## config.mk

```make
export PLATFORM = sky130hd
export DESIGN_NAME = ext_bus_strobe_seq
export DESIGN_NICKNAME = d
export VERILOG_FILES = /design/src/rtl/bus_strobe_pkg.sv /design/src/rtl/strb_phase_ctr.sv /design/src/rtl/strb_cycle_latch.sv /design/src/rtl/strb_decode.sv /design/src/rtl/ext_bus_strobe_seq.sv
export SDC_FILE = /design/constraint.sdc
export NUM_CORES = 1
export LEC_CHECK = 0
export ABC_CLOCK_PERIOD_IN_PS = 2200
export BUFFER_PORTS_ARGS = -buffer_cell sky130_fd_sc_hd__buf_2
export CAP_MARGIN = 15
export CORE_MARGIN = 10
export CORE_UTILIZATION = 42
export DETAILED_ROUTE_END_ITERATION = 12
export SLEW_MARGIN = 40
export SYNTH_ARGS = -nofsm -noshare
export SYNTH_HDL_FRONTEND = slang
export SYNTH_SLANG_ARGS = --single-unit
```

## constraint.sdc

```tcl
create_clock -name clk -period 2.2 [get_ports clk]
set_input_delay 0.44 -clock clk [delete_from_list [all_inputs] [get_ports clk]]
set_output_delay 0.44 -clock clk [all_outputs]
set_load 0.01 [all_outputs]
```

## src/rtl/bus_strobe_pkg.sv

```systemverilog
// Package: shared types for the external bus strobe sequencer.
// Assumes: one machine cycle is decoded as a single kind, fixed at its start.
package bus_strobe_pkg;

    // Kind of machine cycle, chosen at each cycle boundary.
    typedef enum logic [1:0] {
        CYC_INTERNAL = 2'd0,
        CYC_EXTERNAL = 2'd1,
        CYC_DATA_RD  = 2'd2,
        CYC_DATA_WR  = 2'd3
    } cyc_kind_e;

    // Packed view of the strobe outputs, all registered together.
    typedef struct packed {
        logic ale;
        logic psen_n;
        logic rd_n;
        logic wr_n;
        logic addr_oe;
    } strobe_t;

    localparam strobe_t STROBE_IDLE = '{ale: 1'b0, psen_n: 1'b1, rd_n: 1'b1,
                                        wr_n: 1'b1, addr_oe: 1'b0};

endpackage

```

## src/rtl/strb_phase_ctr.sv

```systemverilog
// Module: free-running phase counter for the strobe sequencer.
// Counts 0..PHASES-1 once per oscillator clock and flags the last phase.
// Assumes: synchronous active-low reset, which restarts the count at 0.
module strb_phase_ctr #(
    parameter int PHASES = 12,
    localparam int PW    = $clog2(PHASES)
) (
    input  logic          clk,
    input  logic          rst_n,
    output logic [PW-1:0] phase,
    output logic          last_phase
);

    localparam logic [PW-1:0] LAST = PW'(PHASES - 1);

    logic [PW-1:0] phase_q;

    // Advance the phase, wrapping at the end of the machine cycle.
    always_ff @(posedge clk) begin
        if (!rst_n)
            phase_q <= '0;
        else if (phase_q == LAST)
            phase_q <= '0;
        else
            phase_q <= phase_q + 1'b1;
    end

    assign phase      = phase_q;
    assign last_phase = (phase_q == LAST);

endmodule

```

## src/rtl/strb_cycle_latch.sv

```systemverilog
// Module: picks the kind of the next machine cycle.
// Samples the request inputs only while the counter holds the last phase.
// Assumes: a data move takes priority over the fetch kind for that cycle.
module strb_cycle_latch
    import bus_strobe_pkg::*;
(
    input  logic      clk,
    input  logic      rst_n,
    input  logic      last_phase,
    input  logic      fetch_ext,
    input  logic      move_req,
    input  logic      move_wr,
    output cyc_kind_e kind
);

    cyc_kind_e kind_q;
    cyc_kind_e kind_next;

    // Work out the kind from the sampled inputs.
    always_comb begin
        if (move_req)
            kind_next = move_wr ? CYC_DATA_WR : CYC_DATA_RD;
        else
            kind_next = fetch_ext ? CYC_EXTERNAL : CYC_INTERNAL;
    end

    // Hold the kind for a whole machine cycle; update only at the boundary.
    always_ff @(posedge clk) begin
        if (!rst_n)
            kind_q <= CYC_INTERNAL;
        else if (last_phase)
            kind_q <= kind_next;
    end

    assign kind = kind_q;

endmodule

```

## src/rtl/strb_decode.sv

```systemverilog
// Module: turns the phase and the cycle kind into registered strobes.
// The outputs show the decode of the phase held one clock earlier.
// Assumes: PHASES is even; both halves of the cycle share one timing pattern.
module strb_decode
    import bus_strobe_pkg::*;
#(
    parameter int PHASES      = 12,
    parameter int ALE_W       = 2,
    parameter int FETCH_START = 3,
    parameter int MOVE_START  = 3,
    parameter int MOVE_LEN    = 6,
    localparam int PW         = $clog2(PHASES),
    localparam int HALF       = PHASES / 2,
    localparam int OE_LEN     = ALE_W + 1,
    localparam int MOVE_END   = MOVE_START + MOVE_LEN
) (
    input  logic          clk,
    input  logic          rst_n,
    input  logic [PW-1:0] phase,
    input  cyc_kind_e     kind,
    output strobe_t       strobes
);

    strobe_t nxt;
    strobe_t strobes_q;

    // Decode the strobe levels for the current phase and cycle kind.
    always_comb begin
        int  ph;
        int  sub;
        logic is_data;
        logic in_move;
        ph      = int'(phase);
        sub     = ph % HALF;
        is_data = (kind == CYC_DATA_RD) || (kind == CYC_DATA_WR);
        in_move = (ph >= MOVE_START) && (ph < MOVE_END);
        nxt     = STROBE_IDLE;
        nxt.ale = (sub < ALE_W) && !(is_data && in_move);
        unique case (kind)
            CYC_EXTERNAL: begin
                nxt.psen_n  = !(sub >= FETCH_START);
                nxt.addr_oe = (sub < OE_LEN);
            end
            CYC_DATA_RD: begin
                nxt.rd_n    = !in_move;
                nxt.addr_oe = (ph < OE_LEN);
            end
            CYC_DATA_WR: begin
                nxt.wr_n    = !in_move;
                nxt.addr_oe = (ph < OE_LEN);
            end
            default: ;
        endcase
    end

    // Register all strobes together so they leave the block without glitches.
    always_ff @(posedge clk) begin
        if (!rst_n)
            strobes_q <= STROBE_IDLE;
        else
            strobes_q <= nxt;
    end

    assign strobes = strobes_q;

endmodule

```

## src/rtl/ext_bus_strobe_seq.sv

```systemverilog
// Module: external bus strobe sequencer (top).
// Generates the address-latch, code-read, data-read/write and shared read
// strobes for a multiplexed bus from a twelve-phase machine cycle.
// Assumes: clk is the oscillator clock and rst_n is synchronous, active low.
module ext_bus_strobe_seq
    import bus_strobe_pkg::*;
#(
    parameter int PHASES      = 12,
    parameter int ALE_W       = 2,
    parameter int FETCH_START = 3,
    parameter int MOVE_START  = 3,
    parameter int MOVE_LEN    = 6
) (
    input  logic clk,
    input  logic rst_n,
    input  logic fetch_ext,
    input  logic move_req,
    input  logic move_wr,
    output logic ale,
    output logic psen_n,
    output logic rd_n,
    output logic wr_n,
    output logic addr_lo_oe,
    output logic shared_rd_n
);

    localparam int PW = $clog2(PHASES);

    logic [PW-1:0] phase;
    logic          last_phase;
    cyc_kind_e     kind;
    strobe_t       strobes;

    strb_phase_ctr #(.PHASES(PHASES)) u_phase (
        .clk        (clk),
        .rst_n      (rst_n),
        .phase      (phase),
        .last_phase (last_phase)
    );

    strb_cycle_latch u_kind (
        .clk        (clk),
        .rst_n      (rst_n),
        .last_phase (last_phase),
        .fetch_ext  (fetch_ext),
        .move_req   (move_req),
        .move_wr    (move_wr),
        .kind       (kind)
    );

    strb_decode #(
        .PHASES      (PHASES),
        .ALE_W       (ALE_W),
        .FETCH_START (FETCH_START),
        .MOVE_START  (MOVE_START),
        .MOVE_LEN    (MOVE_LEN)
    ) u_decode (
        .clk     (clk),
        .rst_n   (rst_n),
        .phase   (phase),
        .kind    (kind),
        .strobes (strobes)
    );

    assign ale         = strobes.ale;
    assign psen_n      = strobes.psen_n;
    assign rd_n        = strobes.rd_n;
    assign wr_n        = strobes.wr_n;
    assign addr_lo_oe  = strobes.addr_oe;
    // Shared memory read: low when either the code or the data read is low.
    assign shared_rd_n = strobes.psen_n & strobes.rd_n;

endmodule

```

=== Word-level counts from Yosys, hierarchy flattened ===
Index checks and enable logic that the tools add are counted.

* Reductions and logical operators: 12
* Bitwise logic cells: 2
* Equal/unequal tests: 4
* Mux-type cells: 4
* Order comparisons: 6
* Add/sub/neg operators: 1
* Div/mod/pow operators: 1

{| class="wikitable"
|+ Operators with widths
! kind !! count
|-
| 32-bit by 3-bit < comparator with 1-bit output, second input constant || 2
|-
| 32-bit by 3-bit greater-or-equal comparator with 1-bit output, second input constant || 1
|-
| 5-bit by 4-bit remainder unit with 32-bit output, second input constant || 1
|-
| 2-bit AND reduction || 3
|-
| 4-bit by 1-bit adder with 4-bit output, second input constant || 1
|-
| 2-bit == test, second input constant || 2
|-
| 4-bit == test, second input constant || 1
|-
| 4-bit by 2-bit greater-or-equal comparator with 1-bit output, second input constant || 1
|-
| 4-bit by 2-bit < comparator with 1-bit output, second input constant || 1
|-
| 4-bit < comparator, second input constant || 1
|-
| 2-bit OR reduction || 2
|-
| 1-bit logical AND || 3
|-
| 1-bit zero test || 3
|-
| 2-bit by 1-bit == test with 1-bit output, second input constant || 1
|-
| 1-bit 2-to-1 mux || 2
|-
| 2-bit 2-to-1 mux || 1
|-
| 1-bit case mux with 2 select lines || 1
|-
| 1-bit AND || 1
|-
| 1-bit logical OR || 1
|-
| 1-bit NOT || 1
|}

* Output and inout port bits: 6
* Flip-flop bits (word level): 11
* Bits of input ports: 5
* Word-level logic and storage cells: 37

=== Logic depth before layout (Yosys ltp) ===
Gate-level depths: netlist (run 1).

* Word-level depth: 5
* Mapped depth: 8
* Depth with buffers taken out: 7

=== Modules after synthesis ===
Synthesis (run 1) repeated with hierarchy kept, for this count alone.

* Cells, all modules: 69
* Area total of the unflattened synthesis: 646.9 sq um

{| class="wikitable"
|+ By module, submodules not included
! module !! instances !! area each (sq um) !! cells each !! sequential area each (sq um)
|-
| strb_decode || 1 || 389.1 || 43 || 100.1
|-
| strb_phase_ctr || 1 || 175.2 || 18 || 80.1
|-
| strb_cycle_latch || 1 || 76.3 || 7 || 40.0
|-
| ext_bus_strobe_seq || 1 || 6.3 || 1 || 0.0
|}

=== Least setup slack after synthesis (run 1) ===
Ideal clock, no wire load.

* Path type: register to register
* Start point: register u_phase.phase_q[3] (netlist: u_phase.phase[3])
* End point: register u_decode.strobes_q (netlist bit u_decode.strobes[0])
* Arrival time: 1,758 ps
* Cell stages (with the launch flop): 8
* Path buffers: 1
* Required time: 2,130 ps
* Setup time: 70 ps
* Clock period less this slack: 1,828 ps
* Slack: 372 ps
* Cells stage by stage: dfxtp_1 -> buf_6 -> and2b_2 -> ha_1 -> a2111o_1 -> a32oi_2 -> nand3_1 -> a21oi_1

* Word-level cells in the longest chain between the ends: 3
* Elaborated cells on any way between the ends: 4
* Those cells by class: div (1); order compare (2); mux (1)

{| class="wikitable"
|+ RTL lines
! item !! RTL line !! source
|-
| start, declared || strb_phase_ctr.sv:16 || <nowiki>logic [PW-1:0] phase_q;</nowiki>
|-
| start signal, assigned || strb_phase_ctr.sv:25 || <nowiki>phase_q <= phase_q + 1'b1;</nowiki>
|-
| 5-bit by 4-bit remainder unit with 32-bit output || strb_decode.sv:34 || <nowiki>sub = ph % HALF;</nowiki>
|-
| 32-bit by 3-bit < comparator with 1-bit output || strb_decode.sv:42 || <nowiki>nxt.addr_oe = (sub < OE_LEN);</nowiki>
|-
| 1-bit case mux with 2 select lines * || strb_decode.sv:39 || <nowiki>unique case (kind)</nowiki>
|-
| end signal, assigned || strb_decode.sv:61 || <nowiki>strobes_q <= nxt;</nowiki>
|-
| end, declared || strb_decode.sv:25 || <nowiki>strobe_t strobes_q;</nowiki>
|}

Mark *: on every way between the ends. The rest lies on a longest branch, timed or not.
A chain may end at the register's enable or synchronous reset.

=== Final worst setup path (run 1) ===
* Start point: register u_phase.phase_q[2] (netlist: u_phase.phase[2])
* End point: register u_decode.strobes_q (netlist bit u_decode.strobes[0])

The elaborated chain is that of the path after synthesis.

==> qor.yml, run 1 <==
required_ns: 2.39
fin_nets: 100
hold_viol: 0
hold_end: "u_decode.strobes[3]$_SDFF_PN1_"
postCtsSetupRepairBufs: 0
multiInputGateArea_sq_um: 395
synth_seq_cells: 11
reg2reg_depth: 6
num_vias: 566
die_x_um: 59.7
reg2reg_slack_ns: 0.25
max_freq_mhz: 512
cts_tree: "done"
wl_mm: 1.33
rows: 14
syn_avg_cell_area_sq_um: 8.58
p_int_uw: 303
p_seq_frac: 0.530
grt_max_degree: 12
area_growth_pct: 11.7
synth_area_leaders: "dfxtp_1 (33%), ha_1 (9.5%), nor2_1 (4.5%)"
crit_arrival_ns: 2.14
drc: 0
yosysTopAreaCell: "dfxtp_1"
p_per_area_nw_per_um2: 553
worst_pin_slew_ns: 0.355
insertion_delay_ns: 0.26
grt_first_pass_wirelength_mm: 2.40
sw_frac_of_total: 0.256
finalPower_uw: 408
p_leak_uw: 0.000303
ys_seq_area_frac: 0.333
cp-end-kind: "flip-flop"
pwr-share-clk: 0.326
n_antenna_cell: 0
fin_skew_ns: 0.000555
cap_viol_max_count: 0
p_comb_frac: 0.144
slew_headroom: 0.763
ios: 11
holdPathStages: 2
pre_cts_slack_ns: 0.260
cts_sinks: 11
antenna_found_initial: 0
vdd_ir_drop_max_uv: 312
synth_warnings: 0
start_util: 0.444
clk_pin_slew_worst_paths_ns: 0.07
r2r-end: "u_decode.strobes[0]$_SDFF_PN0_"
grt_use_total: 0.0828
setup_violations: 0
hp-start: "rst_n"
die_h_um: 59.7
status: "finished clean"
crit_type: "reg -> reg"
ctsResizeCount: 0
design.core.area_sq_um: 1490
synthCells: 77
switchingPower_uw: 105
final_antenna_net_count: 0
fin_tns_setup_ns: 0
drt-pass1-iter-count: 4
routed_via_density: 5.39
ctsHoldBuffers: 0
fin_crit_sh: 0.888
synthesis.nets: 87
cp_max_fo: 11
hp-class: "in -> reg"
grt_pass1_vias: 568
fin_util: 0.496
cts_made_buffers: 3
io_buffers: 10
wire_per_inst_um: 12.7
clk_path_buf_depth: 2
drt-initial-drc-count: 6
cts.htree.levels: 1
finalCriticalPeriod_ns: 1.95
gp_congestion: 0.814
dpl.hpwl_mm: 1.12
synth.top_cell.area_share: 0.333
dieArea_sq_um: 3560
rsz0062_at_grt: "false"
drv_slew: 0
synth_cell_types: 32
r2r-start: "u_phase.phase[2]$_SDFF_PP0_"
fin_ws_ns: 0.247
seqCellArea_sq_um: 220
synth_area_sq_um: 661
cts_root_buffer: "clkbuf_4"
startpoint_type: "flip-flop"
holdWs_ns: 0.409
fillers: 159
grt-ovfl-total: 0
drive_above_1_share: 0.225
flip-flops by register name, summed over array words and instances (netlist names):
signal	flops
u_decode.strobes	5
u_phase.phase	4
u_kind.kind	2
cells in the mapped netlist:
master,number
nand3b_1,1
xnor2_1,1
dfxtp_1,11
or3_1,1
o21ai_1,3
nand2_1,6
and2_1,2
buf_6,2
a21boi_1,1
o21ai_0,2
and4b_4,1
nor2_1,8
a21oi_2,1
nor3_1,1
a21oi_1,5
clkbuf_1,1
and3_1,2
and2b_1,1
or2_2,1
a2111o_1,1
nor2b_1,2
o21a_1,1
nand3_1,4
a32oi_2,1
nand4b_1,1
a32oi_1,1
a22oi_1,1
mux2i_1,2
ha_1,5
and2b_2,1
inv_1,5
a211oi_2,1
metrics by stage:
step	std cells	area, sq um
after CTS	105	738
after detailed placement	101	712
final	105	738
after global placement	101	712
after floorplan	77	661
after global routing	105	738
logic make-up (layout without fill, tap and decap cells):
group	count (synthesis)	after routing	synth area share
adders and majority gates	5	5	0.0947
DFF	11	11	0.333
AOI/OAI and AO/OA	18	18	0.197
muxes	2	2	0.0303
and+or+nand+nor	32	32	0.263
buffers and inverters	8	20	0.0682
xor gates and xnor gates	1	1	0.0133
final cells by class:
class	instances	share of cell area
tap	16	0.0271
timing repair buffer	11	0.0780
sequential	11	0.298
multi-input combinational	58	0.536
inverter	5	0.0254
clock buffer	4	0.0356
placed cells by master, fill, tap and decap left out, drive strengths merged, types with 4 or more instances in the layout:
cell,n
o21ai,5
dfxtp,11
clkbuf,4
nand2,6
buf,11
a21oi,6
nand3,4
inv,5
nor2,8
ha,5
worst max-delay path by stage:
stage	start	endpoint	slack [ns]	cells after the start
6_report	u_phase.phase[2]$_SDFF_PP0_	u_decode.strobes[0]$_SDFF_PN0_	0.25	6
2_1_floorplan	u_phase.phase[3]$_SDFF_PP0_	u_decode.strobes[0]$_SDFF_PN0_	0.37	7
3_5_place_dp	u_phase.phase[2]$_SDFF_PP0_	u_decode.strobes[0]$_SDFF_PN0_	0.26	6
4_1_cts	u_phase.phase[2]$_SDFF_PP0_	u_decode.strobes[0]$_SDFF_PN0_	0.24	6
3_3_place_gp	u_phase.phase[2]$_SDFF_PP0_	u_decode.strobes[0]$_SDFF_PN0_	0.34	6
5_1_grt	u_phase.phase[2]$_SDFF_PP0_	u_decode.strobes[0]$_SDFF_PN0_	0.09	6
power groups by stage:
stage,registers (uW),clock network (uW),logic (uW)
5_1_grt,218,150,67.6
3_5_place_dp,221,0,58.9
2_1_floorplan,219,0,45.7
4_1_cts,216,136,59.1
3_3_place_gp,220,0,57.5
6_report,216,133,58.6
layer usage:
layer / wire, um / vias to the layer above / GRT usage
met3: 39 / 2 / 0.0212
met4: 9 / 0 / 0.0288
met1: 603 / 263 / 0.100
met2: 681 / 7 / 0.137
li1: - / 294 / -
met5: 0 / - / 0
worst max-delay path, cell delays in order, from the launching register on:
cell      delay [ns]
dfxtp_1         0.51
and2b_2         0.25
ha_1            0.24
a2111o_1        0.41
a32oi_2         0.23
nand3_1         0.10
a21oi_1         0.14
Power figures use the tool's default switching activity.
==> run 2, diff against run 1 <==
Settings changed: ABC_CLOCK_PERIOD_IN_PS 2200 to 2500, SKIP_LAST_GASP set to 1.
Clock period 2.2 ns to 2.5 ns, I/O delays scaled along.
==> run 2 against run 1 <==
Via count down 4.1%. Core utilization down 0.50 points. Sequential power is 12% lower. Global-route usage up 0.25 points. Die area unchanged. Critical path depth did not move. Worst setup slack gained 0.28 ns. Critical endpoint unchanged. Worst hold slack improved by 0.013 ns. Register-to-register slack gained 0.28 ns. Non-clock buffer count decreased by 1. Clock power is 7% lower.
==> qor.yml, run 2 (synthesized netlist as in run 1, its figures left out) <==
cts_tree: "done"
clk_path_buf_depth: 2  # unchanged
rows: 14  # unchanged
cap_viol_max_count: 0  # unchanged
drt-initial-drc-count: 8  # +2
drt-pass1-iter-count: 4  # unchanged
final_common_cell: "dfxtp_1"
max_freq_mhz: 508  # -0.87%
startpoint_type: "flip-flop"
drive_above_1_share: 0.216  # -0.00881
vdd_ir_drop_max_uv: 357  # +15%
fin_nets: 99  # -1.0%
wire_per_inst_um: 12.9  # +1.8%
design.core.area_sq_um: 1490  # unchanged
routed_via_density: 5.22  # -3.1%
status: "finished clean"
cp_max_fo: 10  # -1
crit_type: "reg -> reg"
fin_util: 0.491  # -0.00504
slew_headroom: 0.756  # -0.00669
rsz0062_at_grt: "false"
p_per_area_nw_per_um2: 499  # -9.7%
cts_made_buffers: 3  # unchanged
fin_skew_ns: 0.00497  # +0.00442 ns
cts_root_buffer: "clkbuf_4"
clk_pin_slew_worst_paths_ns: 0.07  # about the same
grt_first_pass_wirelength_mm: 2.34  # -2.6%
insertion_delay_ns: 0.27  # about the same
worstSetupStartpoint: "u_phase.phase[3]$_SDFF_PP0_"
p_comb_frac: 0.137  # -0.007
largest_register_ffs: 5  # unchanged
worst_pin_slew_ns: 0.365  # +0.0100 ns
p_leak_uw: 0.000297  # -1.8%
pwr-share-clk: 0.340  # +0.014
die_h_um: 59.7  # unchanged
p_seq_frac: 0.523  # -0.007
grt_pass1_vias: 554  # -2.5%
dieArea_sq_um: 3560  # unchanged
switchingPower_uw: 97.6  # -6.6%
place_area_sq_um: 704  # -1.1%
final_antenna_net_count: 0  # unchanged
crit_arrival_ns: 2.18  # +0.04 ns
num_vias: 543  # -4.1%
start_util: 0.444  # unchanged
io_buffers: 10  # unchanged
grt_use_total: 0.0853  # +0.00251
gp_congestion: 0.804  # -1.3%
postCtsSetupRepairBufs: 0  # unchanged
setup_violations: 0  # unchanged
hp-class: "reg -> reg"
grt-ovfl-total: 0  # unchanged
ios: 11  # unchanged
postLayoutCellArea_sq_um: 731  # -1.0%
die_x_um: 59.7  # unchanged
r2r-start: "u_phase.phase[3]$_SDFF_PP0_"
wl_mm: 1.35  # +0.82%
n_antenna_cell: 0  # unchanged
area_growth_pct: 10.6
antenna_found_initial: 0  # unchanged
finalCriticalPeriod_ns: 1.97  # +0.0171 ns
sw_frac_of_total: 0.268  # +0.0114
dpl.hpwl_mm: 1.05  # -6.3%
p_int_uw: 267  # -12%
hp-start: "u_kind.kind[0]$_SDFFE_PN0P_"
hold_viol: 0  # unchanged
drv_slew: 0  # unchanged
final_cell_mix: "dfxtp_1 (11), buf_2 (10), nor2_1 (8)"
cp-end-kind: "flip-flop"
drc: 0  # unchanged
fin_crit_sh: 0.788  # -0.0997
fin_tns_setup_ns: 0  # unchanged
ctsResizeCount: 0  # unchanged
grt_max_degree: 12  # unchanged
cts.htree.levels: 1  # unchanged
required_ns: 2.71  # +0.32 ns
cts_sinks: 11  # unchanged
ctsHoldBuffers: 0  # unchanged
## run 2: changes by cell type in the layout (fill, tap and decap cells not counted)
| cell | change |
|---|---|
| buf_4 | -1 |
## run 2: layer usage
layer  GRT usage  part of all wire
met4      0.0385            0.0067
met5           0                 0
met1      0.0989              0.48
met2       0.129              0.47
met3      0.0403             0.039
## run 2: worst max-delay path: stages (launching register included)
cell,delay [ns]
dfxtp_1,0.48
and2b_2,0.29
ha_1,0.28
a2111o_1,0.41
a32oi_2,0.22
nand3_1,0.10
a21oi_1,0.12
## run 2: power groups by stage
| stage | Sequential [uW] | Combinational [uW] | Clock [uW] |
|---|---|---|---|
| 2_1_floorplan | 192 | 40.2 | 0 |
| 3_3_place_gp | 194 | 49.9 | 0 |
| 3_5_place_dp | 195 | 50.8 | 0 |
| 4_1_cts | 191 | 51.1 | 131 |
| 5_1_grt | 192 | 59.1 | 137 |
| 6_report | 191 | 50.0 | 124 |
## run 2: layout make-up
cell class,count,area [sq um]
timing repair buffer,10,50.0
clock buffer,4,26.3
inverter,5,18.8
sequential,11,220
multi-input combinational,58,395
fill,167,758
tap,16,20.0
## run 2: through the flow
step	setup WS [ns]	cells	total power, uW	hold WS (ns)
6_report	0.530	104	365	0.421
5_1_grt	0.364	104	388	0.440
4_1_cts	0.525	104	373	0.427
3_5_place_dp	0.538	100	246	0.407
3_3_place_gp	0.572	100	244	0.406
2_1_floorplan	0.672	77	233	0.385
## run 2: path summary, 6_finish.rpt
check                                         to  slack, ns  cells past startpoint
setup reg to reg  u_decode.strobes[0]$_SDFF_PN0_       0.53                      6
hold / removal    u_decode.strobes[1]$_SDFF_PN1_       0.42                      1
setup / recovery  u_decode.strobes[0]$_SDFF_PN0_       0.53                      6
hold reg to reg   u_decode.strobes[1]$_SDFF_PN1_       0.42                      1
==> run 3, diff against run 2 <==
Settings changed: ABC_AREA set to 1, ABC_CLOCK_PERIOD_IN_PS 2500 to 2020.
Clock period 2.5 ns to 2.02 ns, I/O delays scaled along.
==> run 3 against run 2 <==
Power up 22%. Synthesized cell count up 19%. Clock skew about the same. Core utilization down 0.56 points. Highest routed layer unchanged. Sequential share of layout area down 3.3 points.
==> qor.yml, run 3 <==
die_h_um: 61.9  # +3.8%
fin_crit_sh: 0.879  # +0.0909
fillers: 176  # +5.4%
cp-end-kind: "flip-flop"
drive_above_1_share: 0.333  # +0.117
final_common_cell: "nand2_1"
dieArea_sq_um: 3830  # +7.7%
die_x_um: 61.9  # +3.8%
cts_made_buffers: 3  # unchanged
vdd_ir_drop_max_uv: 473  # +32%
synthesis.nets: 102  # +17%
insertion_delay_ns: 0.27  # about the same
synth_area_leaders: "dfxtp_1 (30%), nand2_4 (9.2%), ha_1 (8.5%)"
synth_area_sq_um: 738  # +12%
grt_use_total: 0.0716  # -0.0137
reg2reg_slack_ns: 0.24  # -0.29 ns
synth.top_cell.area_share: 0.298  # -0.0350
setup_violations: 0  # unchanged
n_antenna_cell: 0  # unchanged
fin_tns_setup_ns: 0  # unchanged
synth_cell_types: 24  # -25%
postLayoutCellArea_sq_um: 820  # +12%
cts.htree.levels: 1  # unchanged
hp-class: "in -> reg"
cts_tree: "done"
grt_max_degree: 9  # -3
rsz0062_at_grt: "false"
grt_pass1_vias: 523  # -5.6%
ys_seq_area_frac: 0.298  # -0.0350
fin_nets: 116  # +17%
finalCriticalPeriod_ns: 1.78  # -0.195 ns
synth_edf_count: 0  # unchanged
worst_pin_slew_ns: 0.403  # +0.0377 ns
drt-pass1-iter-count: 3  # -1
p_per_area_nw_per_um2: 544  # +9.0%
synthArstFlopShare: 0  # unchanged
wire_per_inst_um: 9.49  # -27%
design.core.area_sq_um: 1690  # +13%
largest_register_ffs: 5  # unchanged
syn_avg_cell_area_sq_um: 8.02  # -6.5%
io_buffers: 10  # unchanged
seqCellArea_sq_um: 220  # unchanged
antenna_found_initial: 0  # unchanged
final_cell_mix: "nand2_1 (14), inv_1 (12), dfxtp_1 (11)"
r2r-end: "u_decode.strobes[0]$_SDFF_PN0_"
hold_viol: 0  # unchanged
start_util: 0.437  # -0.00666
multiInputGateArea_sq_um: 432  # +9.2%
p_leak_uw: 0.000413  # +39%
r2r-start: "u_phase.phase[2]$_SDFF_PP0_"
ios: 11  # unchanged
cts_root_buffer: "clkbuf_4"
ctsHoldBuffers: 0  # unchanged
slew_headroom: 0.731  # -0.0252
synthTopCellsByCount: "nand2_1 (14), inv_1 (12), dfxtp_1 (11)"
reg2reg_depth: 12  # +6
yosysTopAreaCell: "dfxtp_1"
place_area_sq_um: 793  # +13%
grt-ovfl-total: 0  # unchanged
area_growth_pct: 11.0
ctsResizeCount: 0  # unchanged
drt-initial-drc-count: 11  # +3
postCtsSetupRepairBufs: 0  # unchanged
required_ns: 2.22  # -0.49 ns
gp_congestion: 0.768  # -4.4%
grt_first_pass_wirelength_mm: 2.04  # -13%
dpl.hpwl_mm: 1.03  # -1.5%
fin_ws_ns: 0.245  # -0.285 ns
ys.flop_type: "dfxtp_1"
crit_arrival_ns: 1.98  # -0.20 ns
clk_pin_slew_worst_paths_ns: 0.07  # about the same
status: "finished clean"
synth_warnings: 0  # unchanged
wl_mm: 1.16  # -14%
pre_cts_slack_ns: 0.253  # -0.285 ns
cts_sinks: 11  # unchanged
startpoint_type: "flip-flop"
synthCells: 92  # +19%
endpoint: "u_decode.strobes[0]$_SDFF_PN0_"
final_antenna_net_count: 0  # unchanged
crit_type: "reg -> reg"
drc: 0  # unchanged
fin_skew_ns: 0.00537  # +0.000398 ns
cp_max_fo: 8  # -2
drv_slew: 0  # unchanged
worstSetupStartpoint: "u_phase.phase[2]$_SDFF_PP0_"
max_freq_mhz: 563  # +11%
num_vias: 578  # +6.4%
clk_path_buf_depth: 2  # unchanged
routed_via_density: 4.74  # -9.3%
yosys.cell_count.top_type: "nand2_1"
cap_viol_max_count: 0  # unchanged
rows: 15  # +1
synth_seq_cells: 11  # unchanged
==> run 3: how the worst min path moves through the flow <==
| stage | slack (ns) | cells after the start | end | startpoint |
|---|---|---|---|---|
| detailed placement | 0.39 | 1 | u_decode.strobes[1]$_SDFF_PN1_ | u_kind.kind[0]$_SDFFE_PN0P_ |
| floorplan | 0.38 | 1 | u_decode.strobes[1]$_SDFF_PN1_ | u_kind.kind[0]$_SDFFE_PN0P_ |
| CTS | 0.37 | 2 | u_decode.strobes[1]$_SDFF_PN1_ | rst_n |
| global route | 0.37 | 2 | u_decode.strobes[1]$_SDFF_PN1_ | rst_n |
| global placement | 0.39 | 1 | u_decode.strobes[1]$_SDFF_PN1_ | u_kind.kind[0]$_SDFFE_PN0P_ |
| finish | 0.38 | 2 | u_decode.strobes[1]$_SDFF_PN1_ | rst_n |
==> run 3: critical path: stages (launching register included) <==
cell and delay (ns):
dfxtp_1 0.57, ha_1 0.34, nand2_4 0.09, nand2_4 0.07, nor2_8 0.11, nand2_4 0.07
nand2_4 0.07, nand2_2 0.05, inv_2 0.05, nand3_2 0.07, nand2_1 0.06, nand2_1 0.05
a21oi_2 0.11
==> run 3: area by class of cell <==
type                       instances  area share
multi-input combinational         64       0.527
sequential                        11       0.269
timing repair buffer              12      0.0794
inverter                          14      0.0672
clock buffer                       4      0.0321
tap                               17      0.0260
==> run 3: cell families (layout without fill, tap and decap cells) <==
family	after synthesis	in the layout	share of synthesized area
buffers and inverters	17	30	0.117
adders and majority gates	5	5	0.0847
AOI/OAI and AO/OA	8	8	0.0729
DFF	11	11	0.298
and+or+nand+nor	51	51	0.427
==> run 3: where the power goes <==
part           leakage (uW)  total (uW)  switching [uW]  internal [uW]
Clock             0.0000150         145            68.8           76.4
Combinational      0.000308        64.4            37.3           27.2
Sequential        0.0000897         236            11.2            225
==> run 3: layer usage <==
metal | up-vias | global-route usage | wire length, um
met5 | - | 0 | 0
met4 | 0 | 0.0287 | 11
met3 | 3 | 0.0427 | 58
met2 | 8 | 0.116 | 588
met1 | 252 | 0.0741 | 499
li1 | 315 | - | -
==> run 3: per-stage QoR <==
stage	std cells	util	total power, uW	hold slack [ns]
after floorplan	92	-	292	0.381
after global placement	118	0.470	306	0.391
after detailed placement	118	0.470	306	0.391
after CTS	122	0.485	453	0.369
after global routing	122	0.485	481	0.367
final	122	0.485	446	0.376
